$ cat config.mk
export PLATFORM = sky130hd
export DESIGN_NAME = sync_bus_master
export DESIGN_NICKNAME = d
export VERILOG_FILES = /design/src/rtl/sync_bus_pkg.sv /design/src/rtl/sync_bus_seq.sv /design/src/rtl/sync_bus_strobe.sv /design/src/rtl/sync_bus_capture.sv /design/src/rtl/sync_bus_master.sv
export SDC_FILE = /design/constraint.sdc
export NUM_CORES = 1
export LEC_CHECK = 0
export ABC_AREA = 1
export BUFFER_PORTS_ARGS = -buffer_cell sky130_fd_sc_hd__buf_4
export CAP_MARGIN = 20
export CORE_AREA = 2 2 71 73
export DETAILED_ROUTE_END_ITERATION = 8
export DIE_AREA = 0 0 73 75
export HOLD_SLACK_MARGIN = 0.05
export PLACE_DENSITY = 0.69
export REMOVE_ABC_BUFFERS = 1
export SYNTH_ARGS = -nofsm -noshare
export SYNTH_HDL_FRONTEND = slang
export SYNTH_HIERARCHICAL = 1
export SYNTH_SLANG_ARGS = --single-unit
$ cat constraint.sdc
create_clock -name clk -period 3.9 [get_ports clk]
set_input_delay 0.39 -clock clk [delete_from_list [all_inputs] [get_ports clk]]
set_output_delay 0.39 -clock clk [all_outputs]
set_load 0.03 [all_outputs]
$ cat src/rtl/sync_bus_pkg.sv
`timescale 1ns/1ps
package sync_bus_pkg;

  typedef enum logic [2:0] {
    ST_IDLE = 3'd0,
    ST_T1   = 3'd1,
    ST_T2   = 3'd2,
    ST_T3   = 3'd3,
    ST_BLK  = 3'd4
  } bus_state_e;

  // Number of words moved for a given length field (0 counts as one word).
  function automatic int unsigned words_in(input int unsigned len_v);
    return (len_v == 0) ? 1 : len_v;
  endfunction

  // Cycle (1 = first after acceptance) in which word k is on the bus.
  function automatic int unsigned word_cycle(input int unsigned k);
    return 3 + k;
  endfunction

endpackage

$ cat src/rtl/sync_bus_seq.sv
`timescale 1ns/1ps
module sync_bus_seq
  import sync_bus_pkg::*;
#(
  parameter int ADDR_W = 8,
  parameter int DATA_W = 8,
  parameter int LEN_W  = 4
) (
  input  logic              clk,
  input  logic              rst_n,
  input  logic              cmd_valid,
  output logic              cmd_ready,
  input  logic [ADDR_W-1:0] cmd_addr,
  input  logic              cmd_write,
  input  logic [DATA_W-1:0] cmd_wdata,
  input  logic [LEN_W-1:0]  cmd_len,
  output logic              wdata_take,
  output logic [ADDR_W-1:0] addr_o,
  output logic [DATA_W-1:0] wdata_o,
  output logic              write_o,
  output logic              active_o,
  output logic              data_phase_o
);

  bus_state_e        state_q;
  logic [ADDR_W-1:0] addr_q;
  logic [DATA_W-1:0] wdata_q;
  logic              write_q;
  logic [LEN_W-1:0]  left_q;

  // Named events used by the logic and the assertions.
  logic accept_ev;
  logic more_ev;
  logic data_phase;

  assign cmd_ready  = (state_q == ST_IDLE);
  assign accept_ev  = cmd_valid && cmd_ready;
  assign data_phase = (state_q == ST_T3) || (state_q == ST_BLK);
  assign more_ev    = data_phase && (left_q != '0);
  assign wdata_take = (accept_ev && cmd_write) || (more_ev && write_q);

  always_ff @(posedge clk or negedge rst_n) begin
    if (!rst_n) begin
      state_q <= ST_IDLE;
      addr_q  <= '0;
      wdata_q <= '0;
      write_q <= 1'b0;
      left_q  <= '0;
    end else begin
      unique case (state_q)
        ST_IDLE: begin
          if (accept_ev) begin
            addr_q  <= cmd_addr;
            write_q <= cmd_write;
            left_q  <= LEN_W'(words_in(32'(cmd_len)) - 1);
            if (cmd_write) wdata_q <= cmd_wdata;
            state_q <= ST_T1;
          end
        end
        ST_T1: state_q <= ST_T2;
        ST_T2: state_q <= ST_T3;
        ST_T3, ST_BLK: begin
          if (more_ev) begin
            addr_q  <= addr_q + 1'b1;
            left_q  <= left_q - 1'b1;
            if (write_q) wdata_q <= cmd_wdata;
            state_q <= ST_BLK;
          end else begin
            state_q <= ST_IDLE;
          end
        end
        default: state_q <= ST_IDLE;
      endcase
    end
  end

  assign addr_o       = addr_q;
  assign wdata_o      = wdata_q;
  assign write_o      = write_q;
  assign active_o     = (state_q != ST_IDLE);
  assign data_phase_o = data_phase;

  // after an accept the port is busy on the next edge
  assert_busy_after_accept_R2: assert property (@(posedge clk) disable iff (!rst_n)
    accept_ev |=> !cmd_ready);

  // address holds through the three states of the first word
  assert_addr_hold_R3: assert property (@(posedge clk) disable iff (!rst_n)
    (state_q == ST_T2 || state_q == ST_T3) |-> $stable(addr_q));

  // each block cycle carries the next address
  assert_block_step_R7: assert property (@(posedge clk) disable iff (!rst_n)
    (state_q == ST_BLK) |-> (addr_q == ADDR_W'($past(addr_q) + 1'b1)));

endmodule

$ cat src/rtl/sync_bus_strobe.sv
`timescale 1ns/1ps
module sync_bus_strobe (
  input  logic clk,
  input  logic rst_n,
  input  logic active,
  input  logic write,
  output logic mreq_n,
  output logic rd_n
);

  // Strobes change on the falling edge, half a clock after the address.
  always_ff @(negedge clk or negedge rst_n) begin
    if (!rst_n) begin
      mreq_n <= 1'b1;
      rd_n   <= 1'b1;
    end else begin
      mreq_n <= !active;
      rd_n   <= !(active && !write);
    end
  end

  // read strobe is never low without the memory strobe
  assert_rd_with_mreq_R4: assert property (@(posedge clk) disable iff (!rst_n)
    !rd_n |-> !mreq_n);

endmodule

$ cat src/rtl/sync_bus_capture.sv
`timescale 1ns/1ps
module sync_bus_capture #(
  parameter int DATA_W = 8
) (
  input  logic              clk,
  input  logic              rst_n,
  input  logic              sample_en,
  input  logic [DATA_W-1:0] bus_din,
  output logic              rsp_valid,
  output logic [DATA_W-1:0] rsp_data
);

  logic [DATA_W-1:0] cap_q;

  // Sample at the falling edge of the data cycle.
  always_ff @(negedge clk or negedge rst_n) begin
    if (!rst_n)         cap_q <= '0;
    else if (sample_en) cap_q <= bus_din;
  end

  // Republish at the rising edge that closes the data cycle.
  always_ff @(posedge clk or negedge rst_n) begin
    if (!rst_n) begin
      rsp_valid <= 1'b0;
      rsp_data  <= '0;
    end else begin
      rsp_valid <= sample_en;
      if (sample_en) rsp_data <= cap_q;
    end
  end

  // a response follows exactly one sampling cycle
  assert_rsp_after_sample_R6: assert property (@(posedge clk) disable iff (!rst_n)
    rsp_valid |-> $past(sample_en));

endmodule

$ cat src/rtl/sync_bus_master.sv
`timescale 1ns/1ps
module sync_bus_master #(
  parameter int ADDR_W = 8,
  parameter int DATA_W = 8,
  parameter int LEN_W  = 4
) (
  input  logic              clk,
  input  logic              rst_n,
  input  logic              cmd_valid,
  output logic              cmd_ready,
  input  logic [ADDR_W-1:0] cmd_addr,
  input  logic              cmd_write,
  input  logic [DATA_W-1:0] cmd_wdata,
  input  logic [LEN_W-1:0]  cmd_len,
  output logic              wdata_take,
  output logic              rsp_valid,
  output logic [DATA_W-1:0] rsp_data,
  output logic [ADDR_W-1:0] bus_addr,
  output logic              bus_mreq_n,
  output logic              bus_rd_n,
  output logic [DATA_W-1:0] bus_dout,
  output logic              bus_dout_en,
  input  logic [DATA_W-1:0] bus_din
);

  logic seq_write;
  logic seq_active;
  logic seq_data_phase;
  logic read_sample;

  sync_bus_seq #(.ADDR_W(ADDR_W), .DATA_W(DATA_W), .LEN_W(LEN_W)) u_seq (
    .clk          (clk),
    .rst_n        (rst_n),
    .cmd_valid    (cmd_valid),
    .cmd_ready    (cmd_ready),
    .cmd_addr     (cmd_addr),
    .cmd_write    (cmd_write),
    .cmd_wdata    (cmd_wdata),
    .cmd_len      (cmd_len),
    .wdata_take   (wdata_take),
    .addr_o       (bus_addr),
    .wdata_o      (bus_dout),
    .write_o      (seq_write),
    .active_o     (seq_active),
    .data_phase_o (seq_data_phase)
  );

  sync_bus_strobe u_strobe (
    .clk    (clk),
    .rst_n  (rst_n),
    .active (seq_active),
    .write  (seq_write),
    .mreq_n (bus_mreq_n),
    .rd_n   (bus_rd_n)
  );

  assign read_sample = seq_data_phase && !seq_write;

  sync_bus_capture #(.DATA_W(DATA_W)) u_cap (
    .clk       (clk),
    .rst_n     (rst_n),
    .sample_en (read_sample),
    .bus_din   (bus_din),
    .rsp_valid (rsp_valid),
    .rsp_data  (rsp_data)
  );

  assign bus_dout_en = seq_active && seq_write;

  // the memory strobe only falls in the cycle after an accepted command
  assert_strobe_after_accept_R3: assert property (@(posedge clk) disable iff (!rst_n)
    $fell(bus_mreq_n) |-> $past(cmd_valid && cmd_ready));

  // write data lines are never driven while the read strobe is low
  assert_dout_only_write_R8: assert property (@(posedge clk) disable iff (!rst_n)
    bus_dout_en |-> bus_rd_n);

  // writes never produce a response
  assert_no_rsp_on_write_R8: assert property (@(posedge clk) disable iff (!rst_n)
    (rsp_valid && !bus_mreq_n) |-> !bus_dout_en);

endmodule

==> impl_results.rst, run 1 <==
.. list-table::
   :header-rows: 1

   * - Metric
     - Value
   * - Peak supply drop
     - between 0.4 and 0.5 mV
   * - Static leakage
     - around 1.4 nW
   * - Area grow syn2layout
     - 27.4%
   * - Synthesis-stage register bit count
     - 43
   * - Initial core utilization
     - 43.8%
   * - Post-DR vias/cell
     - between 4 and 5
   * - Sequential cell area in the final layout
     - between 1000 and 1500 um^2
   * - Number of clock sinks
     - between 40 and 50
   * - Setup Viol. Count Final
     - 0
   * - Slew Viols, Final
     - 0
   * - Number of buffers created by CTS
     - 5
   * - Switching share of power
     - roughly 48%
   * - Crit path kind
     - reg -> reg
   * - Setup skew after layout
     - about 57 ps
   * - DRT Pass-1 Iters
     - 4
   * - ANT cells
     - 0
   * - Avg Inst Size Synth
     - approximately 8.4 um^2
   * - Number of maximum-capacitance violations
     - 0
   * - Final hold violation count
     - 0
   * - Area taken by multi-input logic gates
     - 782 um^2
   * - Power density over the cells
     - 971 nW/um^2
   * - Summed instance area of the synthesized netlist
     - a little over 2000 um^2
   * - Unique cell type count in the Yosys netlist
     - 27
   * - Main area contributors after synthesis
     - sky130_fd_sc_hd__dfrtp_1, sky130_fd_sc_hd__nand2_1, sky130_fd_sc_hd__dfrtn_1
   * - Required @ worst endpoint
     - approximately 2100 ps
   * - Height of the die
     - ~75 um
   * - Sequential cell area fraction in the yosys report
     - 52.8%
   * - Routability Congestion
     - a little under 0.9
   * - CP Max Fanout
     - 18
   * - CP endpoint kind
     - flop
   * - Total negative slack
     - 0 ps
   * - Total number of vias
     - around 1700
   * - Final Net Count
     - 342
   * - Initial antenna violation count
     - 0
   * - Int Power
     - around 0.0013 W
   * - Cell type with the highest aggregate area in the netlist
     - sky130_fd_sc_hd__dfrtp_1
   * - Filler Cells Inserted
     - 457
   * - Root buf cell
     - sky130_fd_sc_hd__clkbuf_8
   * - Setup bufs post-CTS
     - 0
   * - Clock tree from TritonCTS
     - done
   * - Number of buffers added on ports
     - 61
   * - Proportion of layout cells with a drive suffix above 1
     - about a third
   * - Maximum level of the CTS H-tree
     - 2
   * - Part of the power in registers
     - 33.0%
   * - Core region area
     - roughly 4700 um^2
   * - Run status
     - finished clean
   * - I/O pin cnt
     - just over 60
   * - Worst hold-check path type
     - in -> async
   * - Routed wirelength normalized by instance count
     - approximately 11 um
   * - HPWL reported at the end of detailed placement
     - ~3000 um
   * - Setup repair after global routing missed its margin
     - false
   * - Placement Rows
     - 25
   * - GRT Residual Overflow
     - 0
   * - DIE WIDTH
     - approximately 73 um
   * - Wirelength, routed
     - between 4000 and 5000 um
   * - Quantity of hold-fixing buffers added after cts
     - 0
   * - Critical Path Source Type
     - flop
   * - Synthesized instance count
     - between 200 and 250
   * - Overall power consumption
     - 0.00253 W
   * - Wire length of the first global-routing pass
     - just under 7000 um
   * - Largest net degree at the start of global routing
     - 44
   * - Max-slew headroom
     - between 60% and 70%
   * - Number of cells upsized or downsized after cts
     - 0
   * - Fraction of the core area covered by cells at the end of the flow
     - 55.8%
   * - Remaining antenna violation count after routing
     - 0
   * - Buffer levels on the longest clock path
     - 2
   * - Clock latency on the worst-skew pair
     - approximately 340 ps
   * - Drt initial violations
     - 84
   * - Part of the power in the clock network
     - between 10% and 20%
   * - Arrival time at the worst endpoint
     - 1750 ps
   * - Number of synthesis warnings
     - 6
   * - Most frequent cells in the layout
     - sky130_fd_sc_hd__nand2_1, sky130_fd_sc_hd__buf_4, sky130_fd_sc_hd__dfrtp_1
   * - Yosys top cell area share
     - 40.4%
   * - Switching component of the power
     - 0.00121 W
   * - Gr usage total
     - 16.3%
   * - Number of DRC violations after detailed routing
     - 0
   * - Overall die area
     - roughly 5500 um^2
   * - Commonest non-fill, non-tap cell in the layout
     - sky130_fd_sc_hd__nand2_1
   * - Portion of total power attributed to combinational logic
     - about 55%
   * - Clock slew at the register clock pins of the worst setup and hold paths
     - roughly 80 ps
   * - Vias in the first global route
     - approximately 1600
   * - Worst-margin pin slew
     - ~540 ps
[metal layers]
metal | routed length, um | global-route usage (%)
met1 | 1860 | 20.4
met2 | 2020 | 27.6
met3 | 237 | 4.55
met4 | 51 | 5.35
met5 | 0 | 0
[Yosys cell counts (all sizes together)]
library cell	count
inv	23
a21oi	8
buf	7
dfstp	2
o211ai	1
o21ai	13
or2	2
ha	2
o21a	1
nor2	12
clkinv	2
a31oi	2
nand3	10
nand4	3
dfrtn	8
dfrtp	33
xor2	1
nand2	114
[kinds of logic after synthesis]
group	count (synthesis)	synth area share, %
AO/OA/AOI/OAI	25	6.68
adder cells (fa/ha/maj)	2	1.22
AND/OR/NAND/NOR	141	29.9
flip-flops	43	52.8
XOR/XNOR	1	0.429
buffers and inverters	32	8.94
[worst max-delay path: stages, from the launching register on]
cell,delay [ps]
sky130_fd_sc_hd__dfrtp_1,400
sky130_fd_sc_hd__o21ai_2,220
sky130_fd_sc_hd__nand2_2,190
sky130_fd_sc_hd__clkinv_2,90
sky130_fd_sc_hd__inv_1,40
sky130_fd_sc_hd__nor2_1,80
sky130_fd_sc_hd__buf_4,250
sky130_fd_sc_hd__inv_8,100
sky130_fd_sc_hd__nand2_2,60
sky130_fd_sc_hd__nand2_1,50
[area by class of cell]
type / instances / area share (%)
timing repair buffer: 63 / 18.2
clock inverter: 3 / 0.433
inverter: 24 / 3.99
sequential: 43 / 41.4
tap: 54 / 2.60
multi-input combinational: 169 / 30.0
clock buffer: 7 / 3.32
[power by group through the flow]
stage	Sequential (W)	Clock [W]	Combinational, W
4_1_cts	0.000839	0.000307	0.00142
2_1_floorplan	0.00108	0.00000482	0.000716
3_3_place_gp	0.000841	0.00000482	0.00138
6_report	0.000835	0.000294	0.00140
5_1_grt	0.000862	0.000326	0.00157
3_5_place_dp	0.000843	0.00000482	0.00141
[metrics by stage]
stage / setup slack [ps] / hold slack [ps] / cell area, um^2 / instances
detailed placement: 336 / 420 / 2510 / 354
floorplan: -165 / 94.4 / 1970 / 237
CTS: 327 / 96.0 / 2600 / 363
global route: 160 / 121 / 2600 / 363
global placement: 378 / 415 / 2510 / 354
finish: 343 / 84.9 / 2600 / 363
[flip-flops by register name, indices dropped and copies added (netlist names)]
signal / cells
u_seq/write_o: 1
u_seq/state_q: 3
u_cap/rsp_valid: 1
u_cap/rsp_data: 8
u_seq/wdata_o: 8
u_cap/cap_q: 8
u_strobe/rd_n: 1
u_strobe/mreq_n: 1
u_seq/left_q: 4
u_seq/addr_o: 8
[worst paths after layout]
path                                              start                      endpoint  slack (ps)  cells after the start
min reg2reg                  u_cap/cap_q[1]$_DFFE_NN0P_    u_cap/cap_q[1]$_DFFE_NN0P_         420                      2
min in group clk                           cmd_wdata[4]  u_seq/wdata_o[4]$_DFFE_PN0P_         290                      3
min                                               rst_n   u_seq/left_q[0]$_DFFE_PN0P_          80                      1
max reg2reg                u_seq/state_q[1]$_DFFE_PN0P_    u_cap/cap_q[3]$_DFFE_NN0P_         340                      9
max                        u_seq/state_q[1]$_DFFE_PN0P_    u_cap/cap_q[3]$_DFFE_NN0P_         340                      9
max in group asynchronous                         rst_n       u_strobe/rd_n$_DFF_NN1_        1540                      1
No activity file was read; power rests on OpenSTA's default activity.
==> inputs of run 2 (changes only) <==
CORE_AREA = 2 2 76 78   (was 2 2 71 73)
DIE_AREA = 0 0 78 80   (was 0 0 73 75)
PLACE_DENSITY = 0.62   (was 0.69)
==> impl_results.rst, run 2 (synthesis results as in run 1) <==
.. list-table::
   :header-rows: 1

   * - Metric
     - Value
   * - Post-Route Hold Slack
     - 73.6 ps (was 84.9 ps)
   * - Overall die area
     - 6240 um^2 (was 5480 um^2)
   * - Run status
     - finished clean (unchanged)
   * - CP Max Fanout
     - 18 (unchanged)
   * - I/O pin cnt
     - 62 (unchanged)
   * - Number of buffers created by CTS
     - 5 (unchanged)
   * - Buffer levels on the longest clock path
     - 2 (unchanged)
   * - Worst-margin pin slew
     - 548 ps (was 543 ps)
   * - Setup repair after global routing missed its margin
     - false (unchanged)
   * - Overall power consumption
     - 0.00263 W (was 0.00253 W)
   * - Quantity of hold-fixing buffers added after cts
     - 0 (unchanged)
   * - Wirelength, routed
     - 4160 um (was 4170 um)
   * - Static leakage
     - 1.44 nW (was 1.42 nW)
   * - Sequential cell area in the final layout
     - 1080 um^2 (unchanged)
   * - Placement Rows
     - 27 (was 25)
   * - Critical R2R Capture
     - u_cap/cap_q[1]$_DFFE_NN0P_ (was u_cap/cap_q[3]$_DFFE_NN0P_)
   * - R2R depth
     - 9 (unchanged)
   * - GRT Residual Overflow
     - 0 (unchanged)
   * - Root buf cell
     - sky130_fd_sc_hd__clkbuf_8 (unchanged)
   * - HPWL reported at the end of detailed placement
     - 2950 um (was 2990 um)
   * - Area grow syn2layout
     - 30.4% (was 27.4%)
   * - Number of maximum-capacitance violations
     - 0 (unchanged)
   * - Core region area
     - 5410 um^2 (was 4660 um^2)
   * - Area taken by multi-input logic gates
     - 782 um^2 (unchanged)
   * - Max-slew headroom
     - 63.4% (was 63.8%)
   * - Height of the die
     - 80 um (was 75 um)
   * - Arrival time at the worst endpoint
     - 1780 ps (was 1750 ps)
   * - Initial core utilization
     - 37.8% (was 43.8%)
   * - CP cell instances
     - o21ai_2 > nand2_2 > clkinv_2 > inv_1 > nor2_1 > buf_4 > inv_8 > nand2_1 > nand2_1 (was o21ai_2 > nand2_2 > clkinv_2 > inv_1 > nor2_1 > buf_4 > inv_8 > nand2_2 > nand2_1)
   * - Drt initial violations
     - 86 (was 84)
   * - Crit-path leading delay family
     - buffers and inverters (unchanged)
   * - Busiest metal layer after global routing
     - met2 (unchanged)
   * - Gr usage total
     - 14.3% (was 16.3%)
   * - Met1 capacity usage during global routing
     - 17.7% (was 20.4%)
   * - Number of cells upsized or downsized after cts
     - 0 (unchanged)
   * - Initial antenna violation count
     - 0 (unchanged)
   * - ANT cells
     - 0 (unchanged)
   * - Worst hold-check path type
     - in -> async (unchanged)
   * - Setup skew after layout
     - 54.6 ps (was 57.2 ps)
   * - Proportion of layout cells with a drive suffix above 1
     - 33.0% (was 32.7%)
   * - Remaining antenna violation count after routing
     - 0 (unchanged)
   * - Post-DR vias/cell
     - 4.48 (was 4.70)
   * - Most frequent cells in the layout
     - sky130_fd_sc_hd__nand2_1, sky130_fd_sc_hd__buf_4, sky130_fd_sc_hd__dfrtp_1 (unchanged)
   * - Crit path kind
     - reg -> reg (unchanged)
   * - Routed wirelength normalized by instance count
     - 10.9 um (was 11.5 um)
   * - Highest-delay cell along the critical path
     - sky130_fd_sc_hd__dfrtp_1 (unchanged)
   * - Worst path buffer plus inverter count
     - 4 (unchanged)
   * - CP endpoint kind
     - flop (unchanged)
   * - Number of buffers added on ports
     - 61 (unchanged)
   * - Setup bufs post-CTS
     - 0 (unchanged)
   * - Maximum level of the CTS H-tree
     - 2 (unchanged)
   * - Filler Cells Inserted
     - 534 (was 457)
   * - Area of all placed cells without fillers
     - 2670 um^2 (was 2600 um^2)
   * - Clock latency on the worst-skew pair
     - 340 ps (about the same)
   * - Number of DRC violations after detailed routing
     - 0 (unchanged)
   * - Crit path depth
     - 9 (unchanged)
   * - Slowest stage delay, CP
     - 410 ps (was 400 ps)
   * - Commonest non-fill, non-tap cell in the layout
     - sky130_fd_sc_hd__nand2_1 (unchanged)
   * - Wire length of the first global-routing pass
     - 7070 um (was 6910 um)
   * - Reg2reg setup slack
     - 330 ps (was 340 ps)
   * - Most repeated library cell on the critical path
     - sky130_fd_sc_hd__nand2_1 (was sky130_fd_sc_hd__nand2_2)
   * - Instance area at placement
     - 2530 um^2 (was 2510 um^2)
   * - Largest net degree at the start of global routing
     - 44 (unchanged)
   * - Setup Viol. Count Final
     - 0 (unchanged)
   * - Power density over the cells
     - 985 nW/um^2 (was 971 nW/um^2)
   * - Met3 Use GR
     - 3.51% (was 4.55%)
   * - Fraction of the core area covered by cells at the end of the flow
     - 49.3% (was 55.8%)
   * - Number of clock sinks
     - 43 (unchanged)
   * - Peak supply drop
     - 0.387 mV (was 0.424 mV)
   * - R2R Path Start
     - u_seq/state_q[1]$_DFFE_PN0P_ (unchanged)
   * - Critical Path Source Type
     - flop (unchanged)
   * - Required @ worst endpoint
     - 2100 ps (about the same)
   * - DRT Pass-1 Iters
     - 4 (unchanged)
   * - Clock slew at the register clock pins of the worst setup and hold paths
     - 80 ps (about the same)
   * - Total number of vias
     - 1706 (was 1705)
   * - Vias in the first global route
     - 1551 (was 1566)
   * - Slew Viols, Final
     - 0 (unchanged)
   * - Clock tree from TritonCTS
     - done (unchanged)
   * - Routability Congestion
     - 0.807 (was 0.893)
   * - Final hold violation count
     - 0 (unchanged)
   * - Final Net Count
     - 342 (unchanged)
   * - DIE WIDTH
     - 78 um (was 73 um)
   * - Routing usage on met2
     - 23.9% (was 27.6%)
## run 2: power by group
| group | switching, W | leakage [nW] | internal [W] |
|---|---|---|---|
| Combinational | 0.000909 | 0.841 | 0.000492 |
| Sequential | 0.000150 | 0.523 | 0.000680 |
| Clock | 0.000162 | 0.0775 | 0.000233 |
## run 2: through the flow
step                      instances  setup WS [ps]  TNS, ps
after floorplan                 237           -165    -1290
after global placement          372            374        0
after detailed placement        372            335        0
after CTS                       381            314        0
after global routing            381            188        0
final                           381            327        0
## run 2: routing by layer
| layer | vias up | wire length (um) |
|---|---|---|
| met5 | - | 0 |
| met4 | 0 | 74 |
| met3 | 6 | 228 |
| met2 | 40 | 1980 |
| met1 | 780 | 1870 |
| li1 | 880 | - |
## run 2: how the worst max path moves through the flow
stage	from	slack, ps	end
2_1_floorplan	u_seq/state_q[1]$_DFFE_PN0P_	-170	u_cap/cap_q[0]$_DFFE_NN0P_
3_3_place_gp	u_seq/state_q[1]$_DFFE_PN0P_	370	u_cap/cap_q[1]$_DFFE_NN0P_
3_5_place_dp	u_seq/state_q[1]$_DFFE_PN0P_	330	u_cap/cap_q[1]$_DFFE_NN0P_
4_1_cts	u_seq/state_q[1]$_DFFE_PN0P_	310	u_cap/cap_q[1]$_DFFE_NN0P_
5_1_grt	u_seq/state_q[1]$_DFFE_PN0P_	190	u_cap/cap_q[0]$_DFFE_NN0P_
6_report	u_seq/state_q[1]$_DFFE_PN0P_	330	u_cap/cap_q[1]$_DFFE_NN0P_
## run 2: cell type report
cell class / count / area share (%)
flip-flops and latches: 43 / 40.5
multi-input cells: 169 / 29.3
repair buffers: 63 / 17.7
inverters: 24 / 3.90
clock buffers: 6 / 3.52
well taps: 72 / 3.38
clock inverters: 4 / 1.64
